`src/rtl/pllc_pkg.sv`:
```
package pllc_pkg;
   typedef enum logic [1:0] {
      ADR_CTRL = 2'd0,
      ADR_BW   = 2'd1,
      ADR_CFG  = 2'd2,
      ADR_NONE = 2'd3
   } pllc_addr_e;

   localparam int CTRL_IE_BIT   = 7;
   localparam int CTRL_FLAG_BIT = 6;
   localparam int CTRL_ON_BIT   = 5;
   localparam int CTRL_CS_BIT   = 4;
   localparam int BW_AUTO_BIT   = 7;
   localparam int BW_LOCK_BIT   = 6;
   localparam int RANGE_W       = 4;
   localparam int DATA_W        = 8;
endpackage

```
`src/rtl/pllc_lock_sync.sv`:
```
module pllc_lock_sync #(
   parameter int STAGES = 2
) (
   input  logic clk,
   input  logic rst_n,
   input  logic lock_in,
   output logic lock_lvl,
   output logic lock_chg
);
   localparam int LAST = STAGES;

   if (STAGES < 2) begin : g_bad_stages
      $error("pllc_lock_sync: STAGES must be at least 2");
   end

   logic [LAST:0] chain_q;

   always_ff @(posedge clk or negedge rst_n) begin
      if (!rst_n) chain_q <= '0;
      else        chain_q <= {chain_q[LAST-1:0], lock_in};
   end

   assign lock_lvl = chain_q[LAST-1];
   assign lock_chg = chain_q[LAST] ^ chain_q[LAST-1];
endmodule

```
`src/rtl/pllc_irq_flag.sv`:
```
module pllc_irq_flag (
   input  logic clk,
   input  logic rst_n,
   input  logic auto_on,
   input  logic lock_chg,
   input  logic rd_clr,
   input  logic irq_en,
   output logic flag,
   output logic irq
);
   logic flag_q;

   always_ff @(posedge clk or negedge rst_n) begin
      if (!rst_n)        flag_q <= 1'b0;
      else if (!auto_on) flag_q <= 1'b0;
      else if (lock_chg) flag_q <= 1'b1;
      else if (rd_clr)   flag_q <= 1'b0;
   end

   assign flag = flag_q;
   assign irq  = flag_q & irq_en;

   // a change in automatic mode always lands in the flag
   a_r5_change_sets_flag: assert property (@(posedge clk) disable iff (!rst_n)
      (auto_on && lock_chg) |=> flag_q);
   // manual mode empties the flag
   a_r7_manual_no_flag: assert property (@(posedge clk) disable iff (!rst_n)
      !auto_on |=> !flag_q);
   // a read with no competing change clears the flag
   a_r9_read_clears: assert property (@(posedge clk) disable iff (!rst_n)
      (rd_clr && !lock_chg) |=> !flag_q);
endmodule

```
`src/rtl/pllc_ctrl.sv`:
```
module pllc_ctrl
   import pllc_pkg::*;
#(
   parameter int              MULT_W      = 4,
   parameter int              SYNC_STAGES = 2,
   parameter logic [3:0]      RANGE_RST   = 4'd6,
   parameter logic [MULT_W-1:0] MULT_RST  = 1
) (
   input  logic              clk,
   input  logic              rst_n,
   input  logic              bus_sel,
   input  logic              bus_wr,
   input  logic [1:0]        bus_addr,
   input  logic [7:0]        bus_wdata,
   output logic [7:0]        bus_rdata,
   input  logic              lock_in,
   output logic              pll_en,
   output logic              clk_sel,
   output logic [MULT_W-1:0] mult_sel,
   output logic [3:0]        range_sel,
   output logic              irq
);
   localparam int MULT_MAX = DATA_W - RANGE_W;

   if (MULT_W < 1 || MULT_W > MULT_MAX) begin : g_bad_mult
      $error("pllc_ctrl: MULT_W out of range");
   end
   if (RANGE_RST == 4'd0) begin : g_bad_range
      $error("pllc_ctrl: reset range must be nonzero");
   end

   logic              on_q, cs_q, ie_q, auto_q;
   logic [3:0]        range_q;
   logic [MULT_W-1:0] mult_q;
   logic              on_nx, cs_nx;
   logic [3:0]        range_nx;
   logic [MULT_W-1:0] mult_nx;
   logic              wr_ctrl, wr_bw, wr_cfg, rd_ctrl;
   logic              lock_lvl, lock_chg, flag;

   assign wr_ctrl = bus_sel &  bus_wr & (bus_addr == ADR_CTRL);
   assign wr_bw   = bus_sel &  bus_wr & (bus_addr == ADR_BW);
   assign wr_cfg  = bus_sel &  bus_wr & (bus_addr == ADR_CFG);
   assign rd_ctrl = bus_sel & ~bus_wr & (bus_addr == ADR_CTRL);

   always_comb begin
      range_nx = range_q;
      mult_nx  = mult_q;
      if (wr_cfg && !on_q) begin
         range_nx = bus_wdata[DATA_W-1 -: RANGE_W];
         mult_nx  = bus_wdata[MULT_W-1:0];
      end
      on_nx = wr_ctrl ? bus_wdata[CTRL_ON_BIT] : on_q;
      cs_nx = wr_ctrl ? bus_wdata[CTRL_CS_BIT] : cs_q;
      if (range_nx == 4'd0) begin
         on_nx = 1'b0;
         cs_nx = 1'b0;
      end
   end

   always_ff @(posedge clk or negedge rst_n) begin
      if (!rst_n) begin
         on_q    <= 1'b0;
         cs_q    <= 1'b0;
         ie_q    <= 1'b0;
         auto_q  <= 1'b0;
         range_q <= RANGE_RST;
         mult_q  <= MULT_RST;
      end else begin
         on_q    <= on_nx;
         cs_q    <= cs_nx;
         range_q <= range_nx;
         mult_q  <= mult_nx;
         if (wr_ctrl) ie_q   <= bus_wdata[CTRL_IE_BIT];
         if (wr_bw)   auto_q <= bus_wdata[BW_AUTO_BIT];
      end
   end

   pllc_lock_sync #(.STAGES(SYNC_STAGES)) u_sync (
      .clk      (clk),
      .rst_n    (rst_n),
      .lock_in  (lock_in),
      .lock_lvl (lock_lvl),
      .lock_chg (lock_chg)
   );

   pllc_irq_flag u_flag (
      .clk      (clk),
      .rst_n    (rst_n),
      .auto_on  (auto_q),
      .lock_chg (lock_chg),
      .rd_clr   (rd_ctrl),
      .irq_en   (ie_q),
      .flag     (flag),
      .irq      (irq)
   );

   always_comb begin
      bus_rdata = '0;
      unique case (bus_addr)
         ADR_CTRL: begin
            bus_rdata[CTRL_IE_BIT]   = ie_q;
            bus_rdata[CTRL_FLAG_BIT] = flag;
            bus_rdata[CTRL_ON_BIT]   = on_q;
            bus_rdata[CTRL_CS_BIT]   = cs_q;
         end
         ADR_BW: begin
            bus_rdata[BW_AUTO_BIT] = auto_q;
            bus_rdata[BW_LOCK_BIT] = lock_lvl;
         end
         ADR_CFG:  bus_rdata = {range_q, 4'b0} | DATA_W'(mult_q);
         default:  bus_rdata = '0;
      endcase
   end

   assign pll_en    = on_q;
   assign clk_sel   = cs_q;
   assign mult_sel  = mult_q;
   assign range_sel = range_q;

   // configuration frozen while the loop runs
   a_r3_cfg_frozen: assert property (@(posedge clk) disable iff (!rst_n)
      on_q |=> ($stable(range_q) && $stable(mult_q)));
   // zero range vetoes loop enable and clock select
   a_r4_zero_range_veto: assert property (@(posedge clk) disable iff (!rst_n)
      (range_q == 4'd0) |-> (!on_q && !cs_q));
   // no request without the enable
   a_r8_irq_needs_enable: assert property (@(posedge clk) disable iff (!rst_n)
      irq |-> ie_q);
endmodule

```
`config.mk`:
```
export PLATFORM = sky130hd
export DESIGN_NAME = pllc_ctrl
export DESIGN_NICKNAME = d
export VERILOG_FILES = /design/src/rtl/pllc_pkg.sv /design/src/rtl/pllc_lock_sync.sv /design/src/rtl/pllc_irq_flag.sv /design/src/rtl/pllc_ctrl.sv
export SDC_FILE = /design/constraint.sdc
export NUM_CORES = 1
export LEC_CHECK = 0
export ABC_AREA = 1
export ABC_CLOCK_PERIOD_IN_PS = 1500
export BUFFER_PORTS_ARGS = -buffer_cell sky130_fd_sc_hd__buf_2
export CORE_ASPECT_RATIO = 1.4
export CORE_MARGIN = 2
export CORE_UTILIZATION = 35
export CTS_CLUSTER_SIZE = 10
export DETAILED_ROUTE_END_ITERATION = 6
export HOLD_SLACK_MARGIN = 0.06
export MAX_ROUTING_LAYER = met4
export SLEW_MARGIN = 20
export SYNTH_ARGS = -nofsm -noshare
export SYNTH_HDL_FRONTEND = slang
export SYNTH_HIERARCHICAL = 1
export SYNTH_SLANG_ARGS = --single-unit
export TNS_END_PERCENT = 20
```
`constraint.sdc`:
```
create_clock -name clk -period 1.5 [get_ports clk]
set_clock_uncertainty 0.05 [all_clocks]
set_input_delay 0.075 -clock clk [delete_from_list [all_inputs] [get_ports clk]]
set_output_delay 0.075 -clock clk [all_outputs]
set_load 0.03 [all_outputs]
```
==> run summary, run 1 <==
Die H: 61.0 microns
RSZ-0062 raised after global routing: false
CP Class: reg -> out
CTS Buf Count: 3
WHS Path Cells: 5
Nets: 168
Power per Cell Area: 1190 mW/mm^2
Commonest non-fill, non-tap cell in the layout: buf_2
Vias/cell: 4.56
Clock slew at reported path FFs: 100 ps
Fmax achieved: 711 MHz
Max-Cap Viols: 0
Setup-failing EPs final: 0
Largest net degree at the start of global routing: 17
Period utilization: 93.8%
Initial DRC Count: 27
Grt ovf: 0
Post-CTS setup buffers: 0
Routability Congestion: 0.861
Post-detail-place hpwl: 1400 microns
Reg area: 404 sq um
Maximum clock insertion buffer count: 2
Die area: 0.00273 sq mm
R2R Path Start: pll_en$_DFFE_PN0P_
Hold_buf cts: 8
Syn Area/Cell: 7.52 sq um
Drt first pass iters: 4
Tot GR Track Use: 15.5%
CP startpoint kind: flip-flop
Worst skew pair latency: 290 ps
Final Non-Filler Cells: 174
Fraction of layout instances using a drive strength above 1: 30.9%
N_diodes: 0
Least-Margin Pin Slew: 360 ps
Resized cells post-CTS: 0
Area grow syn2layout: 36.7%
Utilization after layout: 51.0%
DRT Wirelength: 1860 microns
Most frequent cells in the layout: buf_2, inv_1, nand2_1, dfrtp_1, nor2_1
HP Start: bus_wdata[4]
Post-route antenna net violation count: 0
Clock tree sinks: 16
Setup TNS: 0 ps
Hold Path Class: in -> reg
Port Buf Inserts: 33
LEAKAGE: 0.643 nW
Netlist cell types: 16
Ports: 34
Reg2Reg Depth: 7
Slew HR: 76.0%
Cell area after synthesis: 812 sq um
Initial antenna violation count: 0
Routed len/inst: 10.7 microns
CTS H-Tree Depth: 1
Max VDD drop: 0.656 mV
Area occupied by multi-input gates: 292 sq um
Vias in the first global route: 728
FILL cells: 227
Root Buffer: clkbuf_4
Final hold violations: 0
Die width: 44.7 microns
Initial core utilization: 37.3%
Sequential share of the synthesized area: 49.8%
Yosys warns: 6
Post-route DRC: 0
Core ar.: 0.00218 sq mm
WP data required: 1370 ps
First-pass GRT wire length: 2930 microns
Vias: 794
Crit path launch: range_sel[2]$_DFF_PN1_
Final slew viol count: 0
Yosys reg bits: 16
Row cnt: 20
Worst setup EP type: output pin
CTS tree: yes
Post-Syn Instances: 108
CP Max Fanout: 2
Synth Net Count: 123
Status: complete, no violations
Tmin final: 1410 ps
Arr. time, crit path: 1280 ps
Placed Cells incl. Taps: 162
cell usage after synthesis, drive strengths merged:
| cell | instances | area (sq um) |
|---|---|---|
| nand3 | 8 | 45.0 |
| inv | 28 | 105 |
| o211ai | 2 | 15.0 |
| nand2 | 27 | 104 |
| nor2 | 15 | 68.8 |
| buf | 1 | 11.3 |
| dfstp | 3 | 78.8 |
| o21ai | 6 | 30.0 |
| a21oi | 5 | 28.8 |
| dfrtp | 13 | 325 |
flip-flops by register name (all words and copies together) (netlist names):
signal / count
pll_en: 1
clk_sel: 1
ie_q: 1
mult_sel: 4
auto_q: 1
range_sel: 4
u_sync/chain_q: 3
u_flag/flag: 1
report_power, final:
part	total, mW	internal, mW	switching [mW]
Sequential	0.558	0.515	0.0436
Clock	0.293	0.148	0.145
Combinational	0.467	0.141	0.326
stage by stage:
| step | hold WS, ps | worst slack [ps] | instance area [sq um] | power, mW |
|---|---|---|---|---|
| after floorplan | -271 | 1.79 | 812 | 0.880 |
| after global placement | -41.4 | 279 | 993 | 1.02 |
| after detailed placement | -38.6 | 192 | 993 | 1.02 |
| after CTS | 65.5 | 72.5 | 1110 | 1.33 |
| after global routing | 95.6 | 25.2 | 1110 | 1.40 |
| final | 59.8 | 93.6 | 1110 | 1.32 |
layout make-up:
class | count | share of cell area, %
clock buffers | 4 | 3.27
inverters | 28 | 9.47
well taps | 22 | 2.48
flip-flops and latches | 16 | 36.4
repair buffers | 41 | 22.1
multi-input cells | 63 | 26.3
logic make-up after synthesis:
group	Yosys count	synth area share (%)
and+or+nand+nor	50	26.8
AOI/OAI and AO/OA	13	9.09
DFF	16	49.8
buffers and inverters	29	14.3
layer usage:
metal	global-route usage, %	vias up	part of all wire (%)	routed length, microns
met3	1.79	5	4.8	90
met4	9.09	0	1.9	36
met1	18.4	358	44	816
met2	24.8	21	49	915
li1	-	410	-	-
met5	-	-	0	0
critical path, cell delays in order (launching register included):
cell and delay (ps):
dfstp_2 540, inv_1 60, o211ai_1 170, buf_2 220
final timing paths:
| kind | end | slack, ps |
|---|---|---|
| setup reg to reg | clk_sel$_DFFE_PN0P_ | 150 |
| min in group asynchronous | ie_q$_DFFE_PN0P_ | 170 |
| hold reg to reg | u_sync/chain_q[1]$_DFF_PN0_ | 310 |
| hold / removal | range_sel[0]$_DFF_PN0_ | 60 |
| max in group asynchronous | mult_sel[0]$_DFFE_PN1N_ | 920 |
| setup / recovery | bus_rdata[6] | 90 |
No activity file was read; power rests on OpenSTA's default activity.
==> run 2: changes to the inputs <==
--- a/config.mk
+++ b/config.mk
@@ -6,13 +6,14 @@
 export NUM_CORES = 1
 export LEC_CHECK = 0
 export ABC_AREA = 1
-export ABC_CLOCK_PERIOD_IN_PS = 1500
+export ABC_CLOCK_PERIOD_IN_PS = 1190
 export BUFFER_PORTS_ARGS = -buffer_cell sky130_fd_sc_hd__buf_2
 export CORE_ASPECT_RATIO = 1.4
 export CORE_MARGIN = 2
 export CORE_UTILIZATION = 35
 export CTS_CLUSTER_SIZE = 10
 export DETAILED_ROUTE_END_ITERATION = 6
+export GPL_TIMING_DRIVEN = 1
 export HOLD_SLACK_MARGIN = 0.06
 export MAX_ROUTING_LAYER = met4
 export SLEW_MARGIN = 20
==> constraint.sdc (replaced) <==
create_clock -name clk -period 1.19 [get_ports clk]
set_clock_uncertainty 0.05 [all_clocks]
set_input_delay 0.0595 -clock clk [delete_from_list [all_inputs] [get_ports clk]]
set_output_delay 0.0595 -clock clk [all_outputs]
set_load 0.03 [all_outputs]
==> run 2 against run 1 <==
Against the previous run: the run now ends with negative setup slack left; flip-flop and latch count unchanged; global-route usage rose by 0.41 points; critical endpoint unchanged; combinational power grew 43%; via count grew 4.7%; critical path type unchanged; highest routed layer unchanged.
==> run summary, run 2 (synthesized netlist as in run 1, its figures left out) <==
Routability Congestion: 0.819 (was 0.861)
Port Buf Inserts: 33 (unchanged)
RSZ-0062 raised after global routing: true (was false)
Root Buffer: clkbuf_4 (unchanged)
Reg2Reg Depth: 7 (unchanged)
Area occupied by multi-input gates: 305 sq um (was 292 sq um)
FILL cells: 223 (was 227)
Switching Fraction: 39.0% (was 39.1%)
Grt ovf: 0 (unchanged)
Post-route DRC: 0 (unchanged)
Final Cell Area: 0.00117 sq mm (was 0.00111 sq mm)
Post-DP Area: 0.00102 sq mm (was 993 sq um)
Period utilization: 111%
WP data required: 1080 ps (was 1370 ps)
Initial core utilization: 37.3% (unchanged)
Power per Cell Area: 1420 mW/mm^2 (was 1190 mW/mm^2)
N_diodes: 0 (unchanged)
WHS Path Cells: 5 (unchanged)
Vias in the first global route: 769 (was 728)
CTS tree: yes (unchanged)
First-pass GRT wire length: 2970 microns (was 2930 microns)
CP Class: reg -> out (unchanged)
Worst setup slack after layout: -132 ps (was 93.6 ps)
Maximum clock insertion buffer count: 2 (unchanged)
Vias: 831 (was 794)
Tot GR Track Use: 15.9% (was 15.5%)
Drt first pass iters: 4 (unchanged)
Final slew viol count: 0 (unchanged)
Status: finished with violations (was complete, no violations)
Commonest non-fill, non-tap cell in the layout: buf_2 (unchanged)
Fmax achieved: 757 MHz
Worst skew pair latency: 280 ps (was 290 ps)
Clk pwr share: 17.4% (was 22.2%)
CTS H-Tree Depth: 1 (unchanged)
LEAKAGE: 0.660 nW (was 0.643 nW)
Worst hold slack: 74.5 ps (was 59.8 ps)
Vias/cell: 4.64 (was 4.56)
Slew HR: 75.8% (was 76.0%)
Arr. time, crit path: 1210 ps (was 1280 ps)
Ports: 34 (unchanged)
Failing checks: negative setup slack
Post-detail-place hpwl: 1430 microns (was 1400 microns)
Fraction of layout instances using a drive strength above 1: 36.9% (was 30.9%)
Comb power frac: 40.1% (was 35.5%)
Clock tree sinks: 16 (unchanged)
Final hold violations: 0 (unchanged)
Internal cell power: 1.01 mW (was 804 uW)
DRT Wirelength: 1900 microns (was 1860 microns)
Post-place setup slack: 42.0 ps (was 192 ps)
Setup TNS: -211 ps (was 0 ps)
Max-Cap Viols: 0 (unchanged)
Die H: 61.0 microns (unchanged)
CTS Buf Count: 3 (unchanged)
Area grow syn2layout: 44.5% (was 36.7%)
Most frequent cells in the layout: buf_2, nand2_1, inv_1, dfrtp_1, nor2_1 (was buf_2, inv_1, nand2_1, dfrtp_1, nor2_1)
Die width: 44.7 microns (unchanged)
Initial antenna violation count: 0 (unchanged)
Hold Path Class: in -> reg (unchanged)
Sequential share of power: 42.5% (was 42.3%)
Tot Pwr: 1.66 mW (was 1.32 mW)
CP Max Fanout: 2 (unchanged)
Final Non-Filler Cells: 179 (was 174)
Post-route antenna net violation count: 0 (unchanged)
Routed len/inst: 10.6 microns (was 10.7 microns)
Largest net degree at the start of global routing: 17 (unchanged)
Least-Margin Pin Slew: 364 ps (was 360 ps)
Row cnt: 20 (unchanged)
CP startpoint kind: flip-flop (unchanged)
Max VDD drop: 0.872 mV (was 0.656 mV)
Placed Cells incl. Taps: 165 (was 162)
Clock slew at reported path FFs: 90 ps (was 100 ps)
Tmin final: 1320 ps
Reg area: 404 sq um (unchanged)
Die area: 0.00273 sq mm (unchanged)
Nets: 173 (was 168)
Worst setup EP type: output pin (unchanged)
NetSw: 649 uW (was 515 uW)
Utilization after layout: 53.9% (was 51.0%)
Setup-failing EPs final: 3 (was 0)
Core ar.: 0.00218 sq mm (unchanged)
Initial DRC Count: 19 (was 27)
## run 2: power groups by stage
| stage | Sequential [mW] | Combinational (mW) | Clock [mW] |
|---|---|---|---|
| after floorplan | 0.853 | 0.257 | 0 |
| after global placement | 0.708 | 0.591 | 0 |
| after detailed placement | 0.712 | 0.592 | 0 |
| after CTS | 0.704 | 0.642 | 0.303 |
| after global routing | 0.718 | 0.723 | 0.339 |
| final | 0.707 | 0.667 | 0.289 |
## run 2: worst paths after layout
path,to,slack [ps],startpoint
max,bus_rdata[6],-130,range_sel[2]$_DFF_PN1_
max reg2reg,clk_sel$_DFFE_PN0P_,60,range_sel[2]$_DFF_PN1_
min,range_sel[0]$_DFF_PN0_,70,bus_wdata[4]
min in group asynchronous,pll_en$_DFFE_PN0P_,170,rst_n
min reg2reg,u_sync/chain_q[1]$_DFF_PN0_,310,u_sync/chain_q[0]$_DFF_PN0_
max in group asynchronous,mult_sel[0]$_DFFE_PN1N_,610,rst_n
## run 2: layer usage
metal / global-route usage [%] / wire length (microns) / vias to the layer above
met5: - / 0 / -
met4: 10.4 / 50 / 0
met3: 1.79 / 90 / 8
met2: 28.0 / 1010 / 25
met1: 16.3 / 745 / 377
li1: - / - / 421
## run 2: layout make-up
type / instances / area share [%]
flip-flops and latches: 16 / 34.4
multi-input cells: 63 / 26.0
repair buffers: 46 / 26.0
inverters: 28 / 8.96
well taps: 22 / 2.35
clock buffers: 4 / 2.24
## run 2: critical path: stages, from the launching register on
cell and delay (ps):
dfstp_2 540, inv_2 30, o211ai_1 160, buf_4 190
## run 2: timing repair
item,CTS,global route
cloned,0,0
hold buffers,8,0
hold endpoints to repair,24,0
setup buffers,1,1
endpoints found under the setup margin,4,10
pin swaps,2,2
resized for setup,8,8
